[src/rtl/incl_filt_pkg.sv]
package incl_filt_pkg;

   typedef enum logic [2:0] {
      OP_SNP_RD   = 3'd0,
      OP_SNP_RDX  = 3'd1,
      OP_L2_ALLOC = 3'd2,
      OP_L1_FILL  = 3'd3,
      OP_L1_WRHIT = 3'd4,
      OP_L1_EVICT = 3'd5
   } cmd_op_e;

   typedef enum logic [1:0] {
      L1_NONE       = 2'd0,
      L1_INVAL      = 2'd1,
      L1_COPY_KEEP  = 2'd2,
      L1_COPY_INVAL = 2'd3
   } l1_kind_e;

   typedef enum logic [1:0] {
      LN_INV   = 2'd0,
      LN_CLEAN = 2'd1,
      LN_DIRTY = 2'd2
   } line_st_e;

endpackage

[src/rtl/incl_dir_bank.sv]
module incl_dir_bank
   import incl_filt_pkg::*;
#(
   parameter int SETS  = 16,
   parameter int TAG_W = 12,
   parameter bit WB_L1 = 1'b1,
   localparam int IDX_W = $clog2(SETS)
) (
   input  logic             clk,
   input  logic             rst_n,
   input  logic [IDX_W-1:0] rd_idx,
   output logic [TAG_W-1:0] rd_tag,
   output line_st_e         rd_st,
   output logic             rd_incl,
   output logic             rd_stale,
   input  logic             wr_en,
   input  logic [IDX_W-1:0] wr_idx,
   input  logic [TAG_W-1:0] wr_tag,
   input  line_st_e         wr_st,
   input  logic             wr_incl,
   input  logic             wr_stale
);

   logic [TAG_W-1:0] tag_a   [SETS];
   line_st_e         st_a    [SETS];
   logic             incl_a  [SETS];
   logic             stale_a [SETS];

   for (genvar s = 0; s < SETS; s++) begin : g_set
      logic [TAG_W-1:0] tag_r;
      line_st_e         st_r;
      logic             incl_r;
      logic             stale_r;
      logic             sel;

      assign sel = wr_en && (wr_idx == IDX_W'(s));

      always_ff @(posedge clk or negedge rst_n) begin
         if (!rst_n) begin
            tag_r  <= '0;
            st_r   <= LN_INV;
            incl_r <= 1'b0;
         end else if (sel) begin
            tag_r  <= wr_tag;
            st_r   <= wr_st;
            incl_r <= wr_incl;
         end
      end

      if (WB_L1) begin : g_wb
         always_ff @(posedge clk or negedge rst_n) begin
            if (!rst_n)   stale_r <= 1'b0;
            else if (sel) stale_r <= wr_stale;
         end
      end else begin : g_wt
         assign stale_r = 1'b0;
      end

      assign tag_a[s]   = tag_r;
      assign st_a[s]    = st_r;
      assign incl_a[s]  = incl_r;
      assign stale_a[s] = stale_r;

      AST_INCL_NEEDS_LINE: assert property (@(posedge clk) disable iff (!rst_n)
         incl_r |-> (st_r != LN_INV)) else $error("in-L1 flag on invalid line");
      AST_STALE_NEEDS_INCL: assert property (@(posedge clk) disable iff (!rst_n)
         stale_r |-> incl_r) else $error("L1-newer flag without in-L1 flag");
   end

   assign rd_tag   = tag_a[rd_idx];
   assign rd_st    = st_a[rd_idx];
   assign rd_incl  = incl_a[rd_idx];
   assign rd_stale = stale_a[rd_idx];

endmodule

[src/rtl/incl_filt_ctrl.sv]
module incl_filt_ctrl
   import incl_filt_pkg::*;
#(
   parameter int ADDR_W = 16,
   parameter int IDX_W  = 4,
   parameter bit WB_L1  = 1'b1,
   localparam int TAG_W = ADDR_W - IDX_W
) (
   input  logic              cmd_valid,
   input  logic [2:0]        cmd_op,
   input  logic [ADDR_W-1:0] cmd_addr,
   input  logic [TAG_W-1:0]  rd_tag,
   input  line_st_e          rd_st,
   input  logic              rd_incl,
   input  logic              rd_stale,
   output logic              wr_en,
   output logic [TAG_W-1:0]  wr_tag,
   output line_st_e          wr_st,
   output logic              wr_incl,
   output logic              wr_stale,
   output logic              req_v,
   output l1_kind_e          req_kind,
   output logic [ADDR_W-1:0] req_addr,
   output logic              rsp_v,
   output logic              rsp_hit,
   output logic              rsp_dirty,
   output logic              filt_inc
);

   logic [IDX_W-1:0] idx;
   logic [TAG_W-1:0] tag;
   logic             valid_line;
   logic             hit;
   l1_kind_e         drop_kind;

   assign idx        = cmd_addr[IDX_W-1:0];
   assign tag        = cmd_addr[ADDR_W-1:IDX_W];
   assign valid_line = (rd_st != LN_INV);
   assign hit        = valid_line && (rd_tag == tag);
   assign drop_kind  = rd_stale ? L1_COPY_INVAL : L1_INVAL;

   always_comb begin
      wr_en     = 1'b0;
      wr_tag    = rd_tag;
      wr_st     = rd_st;
      wr_incl   = rd_incl;
      wr_stale  = rd_stale;
      req_v     = 1'b0;
      req_kind  = L1_NONE;
      req_addr  = cmd_addr;
      rsp_v     = 1'b0;
      rsp_hit   = 1'b0;
      rsp_dirty = 1'b0;
      if (cmd_valid) begin
         case (cmd_op)
            OP_SNP_RD: begin
               rsp_v     = 1'b1;
               rsp_hit   = hit;
               rsp_dirty = hit && ((rd_st == LN_DIRTY) || rd_stale);
               if (hit) begin
                  wr_en    = 1'b1;
                  wr_st    = LN_CLEAN;
                  wr_stale = 1'b0;
                  if (rd_stale) begin
                     req_v    = 1'b1;
                     req_kind = L1_COPY_KEEP;
                  end
               end
            end
            OP_SNP_RDX: begin
               rsp_v     = 1'b1;
               rsp_hit   = hit;
               rsp_dirty = hit && ((rd_st == LN_DIRTY) || rd_stale);
               if (hit) begin
                  wr_en    = 1'b1;
                  wr_st    = LN_INV;
                  wr_incl  = 1'b0;
                  wr_stale = 1'b0;
                  if (rd_incl) begin
                     req_v    = 1'b1;
                     req_kind = drop_kind;
                  end
               end
            end
            OP_L2_ALLOC: begin
               if (!hit) begin
                  wr_en    = 1'b1;
                  wr_tag   = tag;
                  wr_st    = LN_CLEAN;
                  wr_incl  = 1'b0;
                  wr_stale = 1'b0;
                  if (valid_line && rd_incl) begin
                     req_v    = 1'b1;
                     req_kind = drop_kind;
                     req_addr = {rd_tag, idx};
                  end
               end
            end
            OP_L1_FILL: begin
               if (hit) begin
                  wr_en   = 1'b1;
                  wr_incl = 1'b1;
               end
            end
            OP_L1_WRHIT: begin
               if (hit && rd_incl) begin
                  wr_en = 1'b1;
                  if (WB_L1) wr_stale = 1'b1;
                  else       wr_st    = LN_DIRTY;
               end
            end
            OP_L1_EVICT: begin
               if (hit) begin
                  wr_en    = 1'b1;
                  wr_incl  = 1'b0;
                  wr_stale = 1'b0;
                  if (rd_stale) wr_st = LN_DIRTY;
               end
            end
            default: ;
         endcase
      end
   end

   assign filt_inc = rsp_v && !req_v;

endmodule

[src/rtl/incl_filt_cnt.sv]
module incl_filt_cnt #(
   parameter int CNT_W = 16
) (
   input  logic             clk,
   input  logic             rst_n,
   input  logic             inc,
   output logic [CNT_W-1:0] count
);

   localparam logic [CNT_W-1:0] CNT_MAX = '1;

   always_ff @(posedge clk or negedge rst_n) begin
      if (!rst_n)                         count <= '0;
      else if (inc && (count != CNT_MAX)) count <= count + CNT_W'(1);
   end

   AST_FILT_STEP: assert property (@(posedge clk) disable iff (!rst_n)
      (count == $past(count)) || (count == $past(count) + CNT_W'(1)))
      else $error("filtered count moved by more than one");

endmodule

[src/rtl/l2_incl_filter.sv]
module l2_incl_filter
   import incl_filt_pkg::*;
#(
   parameter int ADDR_W  = 16,
   parameter int L2_SETS = 16,
   parameter int L1_SETS = 8,
   parameter int CNT_W   = 16,
   parameter bit WB_L1   = 1'b1
) (
   input  logic              clk,
   input  logic              rst_n,
   input  logic              cmd_valid,
   input  logic [2:0]        cmd_op,
   input  logic [ADDR_W-1:0] cmd_addr,
   output logic              l1_req_valid,
   output logic [1:0]        l1_req_kind,
   output logic [ADDR_W-1:0] l1_req_addr,
   output logic              snp_rsp_valid,
   output logic              snp_rsp_hit,
   output logic              snp_rsp_dirty,
   output logic [CNT_W-1:0]  filt_count
);

   localparam int IDX_W = $clog2(L2_SETS);
   localparam int TAG_W = ADDR_W - IDX_W;

   if (L2_SETS < L1_SETS) begin : g_bad_sets
      $error("L2 must have at least as many sets as L1");
   end
   if ((1 << IDX_W) != L2_SETS) begin : g_bad_pow2
      $error("L2_SETS must be a power of two");
   end
   if (ADDR_W <= IDX_W) begin : g_bad_addr
      $error("ADDR_W too small for the set index");
   end

   logic [TAG_W-1:0]  rd_tag, wr_tag;
   line_st_e          rd_st, wr_st;
   logic              rd_incl, rd_stale, wr_en, wr_incl, wr_stale;
   logic              req_v, rsp_v, rsp_hit, rsp_dirty, filt_inc;
   l1_kind_e          req_kind;
   logic [ADDR_W-1:0] req_addr;

   incl_dir_bank #(.SETS(L2_SETS), .TAG_W(TAG_W), .WB_L1(WB_L1)) u_bank (
      .clk      (clk),
      .rst_n    (rst_n),
      .rd_idx   (cmd_addr[IDX_W-1:0]),
      .rd_tag   (rd_tag),
      .rd_st    (rd_st),
      .rd_incl  (rd_incl),
      .rd_stale (rd_stale),
      .wr_en    (wr_en),
      .wr_idx   (cmd_addr[IDX_W-1:0]),
      .wr_tag   (wr_tag),
      .wr_st    (wr_st),
      .wr_incl  (wr_incl),
      .wr_stale (wr_stale)
   );

   incl_filt_ctrl #(.ADDR_W(ADDR_W), .IDX_W(IDX_W), .WB_L1(WB_L1)) u_ctrl (
      .cmd_valid (cmd_valid),
      .cmd_op    (cmd_op),
      .cmd_addr  (cmd_addr),
      .rd_tag    (rd_tag),
      .rd_st     (rd_st),
      .rd_incl   (rd_incl),
      .rd_stale  (rd_stale),
      .wr_en     (wr_en),
      .wr_tag    (wr_tag),
      .wr_st     (wr_st),
      .wr_incl   (wr_incl),
      .wr_stale  (wr_stale),
      .req_v     (req_v),
      .req_kind  (req_kind),
      .req_addr  (req_addr),
      .rsp_v     (rsp_v),
      .rsp_hit   (rsp_hit),
      .rsp_dirty (rsp_dirty),
      .filt_inc  (filt_inc)
   );

   incl_filt_cnt #(.CNT_W(CNT_W)) u_cnt (
      .clk   (clk),
      .rst_n (rst_n),
      .inc   (filt_inc),
      .count (filt_count)
   );

   always_ff @(posedge clk or negedge rst_n) begin
      if (!rst_n) begin
         l1_req_valid  <= 1'b0;
         l1_req_kind   <= L1_NONE;
         l1_req_addr   <= '0;
         snp_rsp_valid <= 1'b0;
         snp_rsp_hit   <= 1'b0;
         snp_rsp_dirty <= 1'b0;
      end else begin
         l1_req_valid  <= req_v;
         l1_req_kind   <= req_kind;
         l1_req_addr   <= req_addr;
         snp_rsp_valid <= rsp_v;
         snp_rsp_hit   <= rsp_hit;
         snp_rsp_dirty <= rsp_dirty;
      end
   end

   AST_REQ_HAS_KIND: assert property (@(posedge clk) disable iff (!rst_n)
      l1_req_valid |-> (l1_req_kind != L1_NONE)) else $error("L1 request without kind");
   AST_MISS_NO_REQ: assert property (@(posedge clk) disable iff (!rst_n)
      (snp_rsp_valid && !snp_rsp_hit) |-> !l1_req_valid) else $error("L1 request on snoop miss");
   AST_KEEP_IS_DIRTY: assert property (@(posedge clk) disable iff (!rst_n)
      (l1_req_valid && l1_req_kind == L1_COPY_KEEP) |-> (snp_rsp_valid && snp_rsp_dirty))
      else $error("copy-back without dirty read response");
   AST_PULSE_AFTER_CMD: assert property (@(posedge clk) disable iff (!rst_n)
      (snp_rsp_valid || l1_req_valid) |-> $past(cmd_valid)) else $error("pulse without command");

endmodule

[config.mk]
export PLATFORM = sky130hd
export DESIGN_NAME = l2_incl_filter
export DESIGN_NICKNAME = d
export VERILOG_FILES = /design/src/rtl/incl_filt_pkg.sv /design/src/rtl/incl_dir_bank.sv /design/src/rtl/incl_filt_ctrl.sv /design/src/rtl/incl_filt_cnt.sv /design/src/rtl/l2_incl_filter.sv
export SDC_FILE = /design/constraint.sdc
export NUM_CORES = 1
export LEC_CHECK = 0
export BUFFER_PORTS_ARGS = -buffer_cell sky130_fd_sc_hd__buf_2
export CORE_MARGIN = 3
export CORE_UTILIZATION = 33
export CTS_CLUSTER_SIZE = 40
export DETAILED_ROUTE_END_ITERATION = 8
export SETUP_SLACK_MARGIN = 0.5
export SYNTH_ARGS = -nofsm -noshare
export SYNTH_HDL_FRONTEND = slang
export SYNTH_SLANG_ARGS = --single-unit
[constraint.sdc]
create_clock -name clk -period 4.3 [get_ports clk]
set_clock_uncertainty 0.1 [all_clocks]
set_input_delay 0.43 -clock clk [delete_from_list [all_inputs] [get_ports clk]]
set_output_delay 0.43 -clock clk [all_outputs]
set_load 0.02 [all_outputs]
==> results.cfg <==
[status]
status = finished clean

[drt]
viasPerCell = 5.24
wl_per_cell_um = 21.0
drtAntennaViolNets = 0
num_vias = 8572
routed_wl_um = 34300
drc = 0
drt_iter0_drc = 769
drtPass1Iterations = 6

[worst_setup_path]
crit_path_top_delay_cell = or4b_4
critical_path_peak_fanout = 16
crit_chain = mux4_2, mux4_2, xnor2_1, nor4b_4, buf_4, nand4_4, xnor2_4, or4b_4, mux2_1
crit_required_ns = 4.65
rr_worst_depth = 9
end_kind = flop
path_class = reg -> reg
arrival_ns = 4.03
crit_top_cell = mux4_2
start_kind = flop
slowest_delay_ns = 0.66

[clocking]
clkSinkCount = 294
insertion_delay_ns = 0.58
path_clk_slew_ns = 0.06
cts_buffers = 31
cts_max_path_buffers = 3
cts_max_level = 1
cts_tree = built
cts-root-buf = clkbuf_16

[grt]
grt_pass1_vias = 8811
overflow = 0
grt_pass1_wl_um = 53500
grt_max_degree = 126
antenna_found_initial = 5
track_usage_pct = 15.3

[placement]
place_area_um2 = 15400
dp_hpwl_um = 22700
place.gp.congestion = 0.848
port_buffers = 59

[power_and_ir_drop]
power.density_nw_per_um2 = 381
ir_drop_mv = 0.302
leakage_nw = 7.96

[logic_synthesis]
synth_edf_count = 0
netlist_instances = 982
ys_types = 51
synth_top_area_share_pct = 52.2
yosysSeqAreaShare_pct = 52.2
avgSynthCellArea_um2 = 14.3
yosys.area.top_type = dfrtp_1
synth_warnings = 0
syn_nets = 1005
ys.flop_type = dfrtp_1
ys_ff_latch = 294
synthTopCellsByArea = dfrtp_1 (52%), mux2_2 (21%), mux4_2 (9.3%), mux2i_1 (2.3%), mux2_1 (1.6%)
async_flop_share_pct = 100
synthesis.area_um2 = 14100

[die]
ios = 60
fp.coreArea_um2 = 42000
fp.dieW_um = 213
dieHeight_um = 213
dieArea_um2 = 45200
start_util_pct = 33.5
rows = 75

[timing]
tns_ns = 0
rsz0062_at_grt = no
tightest_slew_ns = 0.970
worst_slew_margin_rel_pct = 35.3
timing.final.crit_share_pct = 85.7
finalCriticalPeriod_ns = 3.68
timing.final.hold_violations = 0
fmax_ghz = 0.271
setup_viol = 0
drv_slew = 0

[final_layout]
fin_area_um2 = 16500
multi_input_comb_area_um2 = 6360
final_nets = 1096
regArea_um2 = 7360
drive_above_1_share_pct = 46.7
syn2layout_area_growth_pct = 17.0
fillers = 3950

[job]
maxCapViolCount = 0

[worst_hold_path]
holdPathStages = 2
min_path_type = in -> reg
[final timing paths]
check | endpoint | startpoint | slack [ns]
worst max-delay path | u_bank.g_set[12].tag_r[6] | u_bank.g_set[15].tag_r[8] | 0.62
worst min-delay path | l1_req_addr[12] | cmd_addr[12] | 0.04
worst max register to register | u_bank.g_set[12].tag_r[6] | u_bank.g_set[15].tag_r[8] | 0.62
worst min register to register | u_cnt.count[8] | u_cnt.count[8] | 0.38
max in group asynchronous | u_bank.g_set[10].tag_r[4] | rst_n | 2.67
min in group asynchronous | u_cnt.count[11] | rst_n | 0.46
[stage by stage]
stage	util (%)	total power [W]	setup slack, ns	instances	hold slack [ns]
floorplan	-	0.00342	0.439	982	0.0344
global placement	36.7	0.00365	0.0491	1576	0.364
detailed placement	36.7	0.00367	0.0163	1576	0.375
CTS	39.1	0.00637	0.517	1633	0.00361
global route	39.2	0.00655	0.485	1636	0.0143
finish	39.2	0.00628	0.616	1636	0.0417
[final cells by class]
cell class | count | share of cell area [%]
Antenna cell | 1 | 0.0152
Tap cell | 539 | 4.09
Clock inverter | 13 | 0.714
Inverter | 11 | 0.251
Sequential cell | 294 | 44.7
Clock buffer | 43 | 5.53
Multi-Input combinational cell | 611 | 38.6
Timing Repair Buffer | 124 | 6.12
[Yosys cell counts (6+ instances only)]
master    number
nand3_1       11
mux4_2        58
mux2_1        20
nor2_1        19
nor2b_1        8
nand4_1        6
xnor2_1        9
mux2i_1       32
inv_1         10
xor2_1        20
nand2b_1       7
dfrtp_1      294
clkbuf_1      23
nor3_1        24
a21oi_1       10
buf_2         35
nand2_1       42
a22oi_1        6
nor4_1         7
o21ai_0       11
mux2_2       267
[metal layers]
layer / part of all wire (%) / GRT usage, % / vias to the layer above
li1: - / - / 3831
met1: 48 / 23.1 / 4455
met2: 44 / 22.9 / 220
met3: 5.7 / 3.22 / 58
met4: 2.1 / 3.44 / 8
met5: 0.15 / 0 / -
[report_power, final]
group          leakage (nW)  switching (W)  internal (W)  total (W)
registers              4.02      0.0000836       0.00290    0.00298
clock network         0.511        0.00113       0.00154    0.00267
logic                  3.43       0.000362      0.000269   0.000631
[cell usage in the layout, fill, tap and decap left out, types with 6 or more instances in the layout]
cell type,n
nand2b_1,7
nand2_1,42
a21oi_1,10
mux2_1,20
nor2_1,18
nor2b_1,8
nand3_1,11
a22oi_1,6
buf_2,57
o21ai_0,11
mux2_2,267
buf_12,16
xor2_1,20
nor3_1,24
clkbuf_16,31
xnor2_1,9
clkbuf_8,9
mux4_2,58
dfrtp_1,294
nand4_1,6
mux2i_1,32
buf_4,46
clkinv_2,7
nor4_1,7
inv_1,10
[worst max-delay path, delay by kind of cell, from the launching register on]
kind / cells / cell delay, ns
multiplexers: 3 / 1.40
AND/OR/NAND/NOR: 3 / 1.04
XOR/XNOR: 2 / 0.44
flip-flops: 1 / 0.37
buffers and inverters: 1 / 0.19
[kinds of logic (layout without fill, tap and decap cells)]
| kind of cell | Yosys count | count (layout) | synth area share (%) |
|---|---|---|---|
| compound gates | 51 | 51 | 2.70 |
| xor+xnor | 30 | 30 | 1.92 |
| fa+ha+maj | 1 | 1 | 0.0888 |
| buf+inv | 77 | 191 | 2.68 |
| flops | 294 | 294 | 52.2 |
| mux | 377 | 377 | 34.5 |
| other cells | 0 | 1 | 0 |
| simple gates | 152 | 152 | 5.86 |
[flip-flops by register name, summed over array words and instances (netlist names)]
| register | cells |
|---|---|
| u_bank.g_set.stale_r | 16 |
| u_bank.g_set.tag_r | 192 |
| l1_req_kind | 2 |
| snp_rsp_valid | 1 |
| u_bank.g_set.st_r | 32 |
| u_cnt.count | 16 |
| snp_rsp_dirty | 1 |
| snp_rsp_hit | 1 |
| u_bank.g_set.incl_r | 16 |
| l1_req_addr | 16 |
| l1_req_valid | 1 |
[what timing repair did]
| item | in CTS | in global routing |
|---|---|---|
| resized for setup | 0 | 2 |
| endpoints found under the hold margin | 122 | 1 |
| setup buffers | 0 | 1 |
| hold buffers | 1 | 1 |
| endpoints found under the setup margin | 0 | 40 |
Note: power is estimated with default switching activity, not from simulation.
